## src/rtl/mseq_pkg.sv

```systemverilog
`timescale 1ns/1ps
package mseq_pkg;
  typedef enum logic [1:0] {
    OPC_OPER  = 2'd0,
    OPC_CMP   = 2'd1,
    OPC_MERGE = 2'd2,
    OPC_IOTA  = 2'd3
  } opc_e;

  typedef enum logic [1:0] {
    ST_IDLE = 2'd0,
    ST_RUN  = 2'd1,
    ST_FIN  = 2'd2
  } st_e;
endpackage

```

## src/rtl/mseq_ctrl.sv

```systemverilog
`timescale 1ns/1ps
module mseq_ctrl
  import mseq_pkg::*;
#(
  parameter int NMAX = 64,
  parameter int IW   = 6,
  parameter int LW   = 7
) (
  input  logic          clk,
  input  logic          rst_n,
  input  logic          start,
  input  logic [LW-1:0] len_in,
  input  logic [1:0]    op_in,
  input  logic          men_in,
  input  logic          pol_in,
  input  logic          lt_in,
  input  logic          fire,
  input  logic          wr_cnt,
  output logic          load,
  output logic          busy,
  output logic          run,
  output logic          done,
  output logic [IW-1:0] idx,
  output logic [LW-1:0] len_q,
  output opc_e          op_q,
  output logic          men_q,
  output logic          pol_q,
  output logic          lt_q,
  output logic [LW-1:0] count
);
  localparam logic [LW-1:0] LEN_CAP = LW'(NMAX);

  st_e           st_q, st_d;
  logic [IW-1:0] idx_q, idx_d;
  logic [LW-1:0] cnt_q, cnt_d;
  logic [LW-1:0] len_eff;
  logic          last;
  logic          idx_en, cnt_en;

  // next-state logic
  always_comb begin
    load    = start && (st_q == ST_IDLE);
    len_eff = (len_in > LEN_CAP) ? LEN_CAP : len_in;
    last    = ({1'b0, idx_q} == (len_q - 1'b1));
    st_d    = st_q;
    case (st_q)
      ST_IDLE: if (load) st_d = (len_eff == '0) ? ST_FIN : ST_RUN;
      ST_RUN:  if (fire && last) st_d = ST_FIN;
      ST_FIN:  st_d = ST_IDLE;
      default: st_d = ST_IDLE;
    endcase
    idx_en = load || (fire && !last);
    idx_d  = load ? '0 : idx_q + 1'b1;
    cnt_en = load || (fire && wr_cnt);
    cnt_d  = load ? '0 : cnt_q + 1'b1;
  end

  // registers
  always_ff @(posedge clk or negedge rst_n) begin
    if (!rst_n) begin
      st_q  <= ST_IDLE;
      idx_q <= '0;
      cnt_q <= '0;
      len_q <= '0;
      op_q  <= OPC_OPER;
      men_q <= 1'b0;
      pol_q <= 1'b0;
      lt_q  <= 1'b0;
    end else begin
      st_q <= st_d;
      if (idx_en) idx_q <= idx_d;
      if (cnt_en) cnt_q <= cnt_d;
      if (load) begin
        len_q <= len_eff;
        op_q  <= opc_e'(op_in);
        men_q <= men_in;
        pol_q <= pol_in;
        lt_q  <= lt_in;
      end
    end
  end

  assign busy  = (st_q != ST_IDLE);
  assign run   = (st_q == ST_RUN);
  assign done  = (st_q == ST_FIN);
  assign idx   = idx_q;
  assign count = cnt_q;
endmodule

```

## src/rtl/mseq_mask.sv

```systemverilog
`timescale 1ns/1ps
module mseq_mask #(
  parameter int MW = 64,
  parameter int IW = 6
) (
  input  logic          clk,
  input  logic          rst_n,
  input  logic          load,
  input  logic [MW-1:0] mask_in,
  input  logic          wr_en,
  input  logic [IW-1:0] wr_idx,
  input  logic          wr_bit,
  input  logic [IW-1:0] rd_idx,
  output logic          rd_bit,
  output logic [MW-1:0] mask_q
);
  // one register per mask bit, each with its own enable
  for (genvar b = 0; b < MW; b++) begin : g_bit
    logic en, nxt;
    always_comb begin
      en  = load || (wr_en && (wr_idx == IW'(b)));
      nxt = load ? mask_in[b] : wr_bit;
    end
    always_ff @(posedge clk or negedge rst_n) begin
      if (!rst_n)  mask_q[b] <= 1'b0;
      else if (en) mask_q[b] <= nxt;
    end
  end

  assign rd_bit = mask_q[rd_idx];
endmodule

```

## src/rtl/mseq_elem.sv

```systemverilog
`timescale 1ns/1ps
module mseq_elem
  import mseq_pkg::*;
#(
  parameter int IW = 6,
  parameter int LW = 7,
  parameter int DW = 16
) (
  input  opc_e          op,
  input  logic          men,
  input  logic          pol,
  input  logic          lt,
  input  logic          mbit,
  input  logic [IW-1:0] idx,
  input  logic [LW-1:0] cnt,
  input  logic [DW-1:0] a,
  input  logic [DW-1:0] b,
  output logic          we,
  output logic          sel_a,
  output logic [IW-1:0] dst,
  output logic [DW-1:0] data,
  output logic          cres
);
  logic match;

  always_comb begin
    match = (mbit == pol);
    cres  = lt ? (a < b) : (a == b);
    we    = 1'b0;
    sel_a = 1'b1;
    dst   = idx;
    data  = a;
    case (op)
      OPC_OPER: begin
        we   = !men || match;
        data = a;
      end
      OPC_CMP: begin
        we   = !men || match;
        data = DW'(cres);
      end
      OPC_MERGE: begin
        we    = 1'b1;
        sel_a = match;
        data  = match ? a : b;
      end
      OPC_IOTA: begin
        we   = match;
        dst  = cnt[IW-1:0];
        data = DW'(idx);
      end
      default: we = 1'b0;
    endcase
  end
endmodule

```

## src/rtl/mask_elem_seq.sv

```systemverilog
`timescale 1ns/1ps
module mask_elem_seq
  import mseq_pkg::*;
#(
  parameter int MASK_W = 64,
  parameter int DATA_W = 16
) (
  input  logic                    clk,
  input  logic                    rst_n,
  input  logic                    start,
  input  logic [$clog2(MASK_W):0] len,
  input  logic [MASK_W-1:0]       mask_in,
  input  logic                    mask_en,
  input  logic                    match_pol,
  input  logic [1:0]              op,
  input  logic                    cmp_lt,
  input  logic [DATA_W-1:0]       opnd_a,
  input  logic [DATA_W-1:0]       opnd_b,
  input  logic                    out_ready,
  output logic                    busy,
  output logic                    out_valid,
  output logic [$clog2(MASK_W)-1:0] out_elem,
  output logic [$clog2(MASK_W)-1:0] out_dst,
  output logic                    out_we,
  output logic                    out_sel_a,
  output logic [DATA_W-1:0]       out_data,
  output logic                    done,
  output logic [$clog2(MASK_W):0] count,
  output logic [MASK_W/2-1:0]     mask_lo,
  output logic [MASK_W/2-1:0]     mask_hi
);
  localparam int IDX_W = $clog2(MASK_W);
  localparam int LEN_W = IDX_W + 1;
  localparam int HALF  = MASK_W / 2;

  // reset: asserted asynchronously, released on a clock edge
  logic [1:0] rs_q;
  logic       rst_s_n;
  always_ff @(posedge clk or negedge rst_n) begin
    if (!rst_n) rs_q <= 2'b00;
    else        rs_q <= {rs_q[0], 1'b1};
  end
  assign rst_s_n = rs_q[1];

  logic             load, run, fire, we, cres, mbit;
  logic [IDX_W-1:0] idx, dst;
  logic [LEN_W-1:0] len_q;
  opc_e             op_q;
  logic             men_q, pol_q, lt_q;
  logic [MASK_W-1:0] mask_q;

  assign fire = run && out_ready;

  mseq_ctrl #(.NMAX(MASK_W), .IW(IDX_W), .LW(LEN_W)) u_ctrl (
    .clk    (clk),
    .rst_n  (rst_s_n),
    .start  (start),
    .len_in (len),
    .op_in  (op),
    .men_in (mask_en),
    .pol_in (match_pol),
    .lt_in  (cmp_lt),
    .fire   (fire),
    .wr_cnt (we),
    .load   (load),
    .busy   (busy),
    .run    (run),
    .done   (done),
    .idx    (idx),
    .len_q  (len_q),
    .op_q   (op_q),
    .men_q  (men_q),
    .pol_q  (pol_q),
    .lt_q   (lt_q),
    .count  (count)
  );

  mseq_mask #(.MW(MASK_W), .IW(IDX_W)) u_mask (
    .clk     (clk),
    .rst_n   (rst_s_n),
    .load    (load),
    .mask_in (mask_in),
    .wr_en   (fire && we && (op_q == OPC_CMP)),
    .wr_idx  (idx),
    .wr_bit  (cres),
    .rd_idx  (idx),
    .rd_bit  (mbit),
    .mask_q  (mask_q)
  );

  mseq_elem #(.IW(IDX_W), .LW(LEN_W), .DW(DATA_W)) u_elem (
    .op    (op_q),
    .men   (men_q),
    .pol   (pol_q),
    .lt    (lt_q),
    .mbit  (mbit),
    .idx   (idx),
    .cnt   (count),
    .a     (opnd_a),
    .b     (opnd_b),
    .we    (we),
    .sel_a (out_sel_a),
    .dst   (dst),
    .data  (out_data),
    .cres  (cres)
  );

  assign out_valid = run;
  assign out_elem  = idx;
  assign out_dst   = dst;
  assign out_we    = run && we;
  assign mask_lo   = mask_q[HALF-1:0];
  assign mask_hi   = mask_q[MASK_W-1:HALF];
endmodule

```

## config.mk

```make
export PLATFORM = sky130hd
export DESIGN_NAME = mask_elem_seq
export DESIGN_NICKNAME = d
export VERILOG_FILES = /design/src/rtl/mseq_pkg.sv /design/src/rtl/mseq_ctrl.sv /design/src/rtl/mseq_mask.sv /design/src/rtl/mseq_elem.sv /design/src/rtl/mask_elem_seq.sv
export SDC_FILE = /design/constraint.sdc
export NUM_CORES = 1
export LEC_CHECK = 0
export BUFFER_PORTS_ARGS = -buffer_cell sky130_fd_sc_hd__buf_2
export CORE_ASPECT_RATIO = 1.1
export CORE_MARGIN = 5
export CORE_UTILIZATION = 47
export CTS_CLUSTER_SIZE = 8
export DETAILED_ROUTE_END_ITERATION = 10
export PLACE_DENSITY = 0.78
export RECOVER_POWER = 100
export SYNTH_ARGS = -nofsm -noshare
export SYNTH_HDL_FRONTEND = slang
export SYNTH_SLANG_ARGS = --single-unit
```

## constraint.sdc

```tcl
create_clock -name clk -period 3.1 [get_ports clk]
set_clock_uncertainty 0.1 [all_clocks]
set_input_delay 0.31 -clock clk [delete_from_list [all_inputs] [get_ports clk]]
set_output_delay 0.31 -clock clk [all_outputs]
set_load 0.02 [all_outputs]
```

## Word level (Yosys, flattened, before mapping)

Index checks and enable logic that the tools add are counted.

- Register bits: 93
- Latch bits: 0
- Memory bits (writable): 0
- ROM bits: 0
- Output and inout bits: 104
- Memories: 0

- $add $sub $neg: 3
- $mul: 0
- Div/mod/pow operators: 0
- Order comparisons: 3
- Equality and inequality tests: 73
- Shift operators: 0
- Mux-type cells: 79
- Bitwise operators: 0
- Reduce and logical (&&, ||, !) cells: 147

Operator list:

| kind | number |
|---|---|
| $eq 6x6->1 const B | 32 |
| $eq 6x5->1 const B | 16 |
| $logic_and 1x1->1 | 71 |
| $logic_or 1x1->1 | 67 |
| $mux 1 | 67 |
| $pmux 16 s4 | 1 |
| $eq 6x4->1 const B | 8 |
| $eq 6x3->1 const B | 4 |
| $eq 16x16->1 | 1 |
| $lt 16x16->1 | 1 |
| $mux 16 | 1 |
| $mux 7 | 2 |
| $eq 6x2->1 const B | 2 |
| $mux 6 | 2 |
| $add 7x1->7 const B | 1 |
| $eq 6x7->1 | 1 |
| $gt 7x7->1 const B | 1 |
| $logic_not 7->1 | 1 |
| $lt 6x7->1 const B | 1 |
| $sub 7x1->7 const B | 1 |
| $add 6x1->6 const B | 1 |
| $bmux 1 s6 | 1 |
| $eq 2x2->1 const B | 3 |
| $eq 6x1->1 const B | 1 |
| other kinds (12) | 18 |

## Longest topological paths before layout

- Word-level depth: 9
- Mapped depth: 13
- Depth with buffers taken out: 10

## Hierarchy

A second synthesis with hierarchy kept.

- Cells, all modules: 732
- Area, all modules: 6,314.8 um^2

By module, submodules not included:

| module | times used | cells each | area an instance (um^2) | sequential area each (um^2) |
|---|---|---|---|---|
| mseq_mask | 1 | 439 | 3,913.8 | 1,601.5 |
| mseq_ctrl | 1 | 164 | 1,537.7 | 675.6 |
| mseq_elem | 1 | 122 | 784.5 | 0.0 |
| mask_elem_seq | 1 | 7 | 78.8 | 50.0 |

## Worst setup path before layout

Ideal clock, no wire load.

- Path kind: register to output
- Start: reg u_ctrl.idx_q[0], in the netlist u_ctrl.idx[0]
- End: out out_data[10]
- Arrival: 2.866 ns
- Data required time: 2.690 ns
- Slack: -0.176 ns
- Cell stages (with the launch flop): 11
- Path buffers: 2
- Cell sequence: dfrtp_1 buf_6 mux4_2 mux2i_1 mux2i_1 a2111oi_4 nor3_1 o21ai_0 buf_2 mux2i_1 nor2_1

- Word-level cells in the longest chain between the ends: 5

RTL lines:

| what | line | RTL |
|---|---|---|
| from (decl) | mseq_ctrl.sv:34 | `logic [IW-1:0] idx_q, idx_d;` |
| from (signal assigned) | mseq_ctrl.sv:71 | `if (idx_en) idx_q <= idx_d;` |
| $bmux 1 s6 | mseq_mask.sv:30 | `assign rd_bit = mask_q[rd_idx];` |
| $mux 1 (not written as such) | mseq_mask.sv:30 |  |
| $eq 1x1->1 | mseq_elem.sv:27 | `match = (mbit == pol);` |
| $mux 16 | mseq_elem.sv:45 | `data = match ? a : b;` |
| $pmux 16 s4 | mseq_elem.sv:33 | `case (op)` |
| to (decl) | mask_elem_seq.sv:26 | `output logic [DATA_W-1:0] out_data,` |

Every way passes these cells. The select of a mux whose other input is x is not followed.

## Worst setup path after layout

- Start: reg u_ctrl.idx_q[0], in the netlist u_ctrl.idx[0]
- End: out out_data[14]

The elaborated chain is that of the path after synthesis.

==> impl_metrics.json <==
{
  "synth_seq_cells": 93,
  "detail_route.wl_per_cell_um": 27.3,
  "p_per_area_nw_per_um2": 1210,
  "drt-vias-per-instance": 7.07,
  "setup_viol": 89,
  "crit_path_end_kind": "primary output",
  "die-width_um": 124,
  "crit_required_ns": 2.69,
  "clk_pin_slew_ns": 0.07,
  "nets": 1194,
  "timing.critical_path.fanout_max": 7,
  "worst_r2r_endpoint": "u_mask.mask_q[43]",
  "synthesis.instances": 802,
  "async_flop_share_pct": 100,
  "initial_antenna_violation_count": 0,
  "antenna_cells": 0,
  "drt_drc_violations_left": 0,
  "grt_util_all_layers_pct": 29.0,
  "final_antenna_net_count": 0,
  "static-leakage-power_nw": 4.74,
  "final.setup.worst_slack_ns": -0.623,
  "violations": "capacitance limit, slew limit, setup timing",
  "synthesis.area_um2": 6680,
  "number_of_synthesized_flops_with_an_enable_pin": 0,
  "numCtsBuffers": 9,
  "yosys_warnings": 0,
  "global_route_wire_length_before_repair_um": 37900,
  "timing.setup.tns_ns": -29.83,
  "critical_path_class": "flop to primary output",
  "last_weighted_congestion_value_of_the_routability_driven_placer": 0.926,
  "synthesized_netlist_net_count": 936,
  "worstReg2RegStart": "u_ctrl.idx[0]",
  "slew-limit-headroom_pct": -54.7,
  "cts_max_path_buffers": 2,
  "dieArea_um2": 16700,
  "layout-area-overhead-vs-synth_pct": 59.7,
  "io_buffers": 215,
  "drv.max_cap_violation_count": 2,
  "placementRows": 45,
  "post-dp-hpwl_um": 18100,
  "grt_remaining_overflow": 0,
  "detail_route.iter0.violations": 1539,
  "unrepaired_setup_endpoints_after_global_routing": "true",
  "worst_ep_arrival_time_ns": 3.31,
  "outcome": "finished, violations left",
  "clock_tree.root_cell": "clkbuf_16",
  "timing.final.crit_period_ns": 3.72,
  "min_path_cells": 3,
  "design.portCount": 216,
  "synthFlopType": "dfrtp_1",
  "clkLatencyLatePin_ns": 0.37,
  "timing.reg2reg.setup_slack_ns": -0.46,
  "maxSlewViolCount": 68,
  "worstRegToRegCells": 14,
  "htree_levels": 3,
  "grt_pass1_vias": 7257,
  "achievable-frequency_mhz": 269,
  "drive_above_1_share_pct": 41.2,
  "min_path_type": "input port to flop",
  "tritoncts": "done",
  "worstMarginPinSlew_ns": 2.32,
  "netlist-cell-type-count": 60,
  "fp.coreArea_um2": 13900,
  "height_of_the_chip_um": 135,
  "totalPowerFinal_mw": 12.9,
  "syn-mean-instance-area_um2": 8.33,
  "place.detailed.instances": 1200,
  "clock_sink_count": 93,
  "synth_sequential_area_ratio_pct": 34.8,
  "initial_core_util_pct": 48.2,
  "crit_end": "out_data[14]",
  "pin_count_of_the_biggest_net_entering_global_routing": 62,
  "wl_um": 34300,
  "vdd_drop_max_v": 0.000641,
  "stdcell_count": 1253,
  "num_vias": 8860,
  "hold_slack_ns": 0.0446,
  "drt_pass1_iterations": 6,
  "hold_violations": 0,
  "final_min_period_over_clock_period_pct": 120,
  "cp-start-kind": "flop",
  "cp-startpoint": "u_ctrl.idx[0]"
}
## critical path: stages, from the launching register on
cell and delay [ns]:
dfrtp_2 0.49, buf_12 0.14, mux4_2 0.49, mux2i_1 0.17, mux2i_1 0.15, a2111oi_4 0.49
o21a_2 0.27, o21ai_4 0.11, buf_6 0.19, mux2i_2 0.16, nor2_2 0.15, buf_6 0.14
## metrics by stage
step,area [um2],utilization (%),worst slack [ns]
after floorplan,6720,-,0.0000182
after global placement,8320,60.0,-0.123
after detailed placement,8320,60.0,-0.212
after CTS,8830,63.8,-0.385
after global routing,10700,77.0,-0.739
final,10700,77.0,-0.623
## cell families after synthesis
family	synth area share (%)
adder cells (fa/ha/maj)	4.12
other	0.0561
flip-flops	34.8
XOR/XNOR	2.04
AND/OR/NAND/NOR	20.9
AO/OA/AOI/OAI	23.1
buffers and inverters	5.84
multiplexers	9.05
## worst min-delay path by stage
stage               startpoint                to  slack [ns]
global route        mask_in[2]  u_mask.mask_q[2]        0.07
detailed placement       rst_n           rs_q[0]      -0.003
global placement         rst_n           rs_q[0]      -0.004
floorplan                rst_n           rs_q[0]       -0.09
finish                 mask_en      u_ctrl.men_q        0.04
CTS                     cmp_lt       u_ctrl.lt_q        0.06
## placed cells by master, fill, tap and decap left out, types with 22 or more instances in the layout
cell type / count
buf_2: 124
buf_4: 44
buf_6: 40
clkbuf_1: 75
dfrtp_1: 92
ha_1: 22
inv_1: 28
mux2i_1: 24
nand2_1: 113
nor2_1: 74
o21ai_1: 39
o41ai_4: 26
## layout make-up
cell class / count / area, um2
repair buffers: 314 / 2280
flip-flops and latches: 93 / 2330
fillers: 845 / 3180
clock buffers: 9 / 225
multi-input cells: 614 / 5410
inverters: 28 / 105
well taps: 188 / 235
clock inverters: 7 / 80.1
## power breakdown
group	switching, mW	total (mW)	internal [mW]
combinational	5.30	9.18	3.89
sequential	0.837	2.57	1.74
clock	0.554	1.19	0.637
## synth_stat cells, drive strengths merged (9+ instances only)
cell / instances / area (um2)
a211oi: 11 / 82.6
a21oi: 24 / 120
a221oi: 11 / 96.3
a31oi: 31 / 194
and2: 17 / 106
buf: 19 / 101
clkbuf: 49 / 184
dfrtp: 93 / 2330
ha: 22 / 275
inv: 28 / 105
mux2i: 30 / 300
mux4: 10 / 225
nand2: 116 / 435
nand3: 18 / 95.1
nor2: 85 / 319
nor2b: 10 / 62.6
nor3: 10 / 55.1
o21ai: 66 / 330
o41ai: 41 / 359
or3: 15 / 93.8
xor2: 9 / 78.8
## routing by layer
layer / global-route usage [%] / vias up / routed length [um]
li1: - / 3475 / -
met1: 38.3 / 4137 / 11200
met2: 46.2 / 933 / 15400
met3: 6.33 / 315 / 4670
met4: 11.6 / 0 / 3070
met5: 0 / - / 0
## registers in the layout (all words and copies together), names as in the netlist
signal / flops
u_mask.mask_q: 64
u_ctrl.count: 7
u_ctrl.len_q: 7
u_ctrl.idx: 6
rs_q: 2
u_ctrl.op_q: 2
u_ctrl.st_q: 2
u_ctrl.lt_q: 1
u_ctrl.men_q: 1
u_ctrl.pol_q: 1
## what timing repair did
item / in CTS / in global routing
pin swaps: 7 / 127
endpoints found under the setup margin: 83 / 95
buffers inserted: 2 / 18
gates cloned: 1 / 16
hold buffers: 1 / 0
hold endpoints to repair: 2 / 0
resized for setup: 40 / 285
No activity file was read; power rests on OpenSTA's default activity.
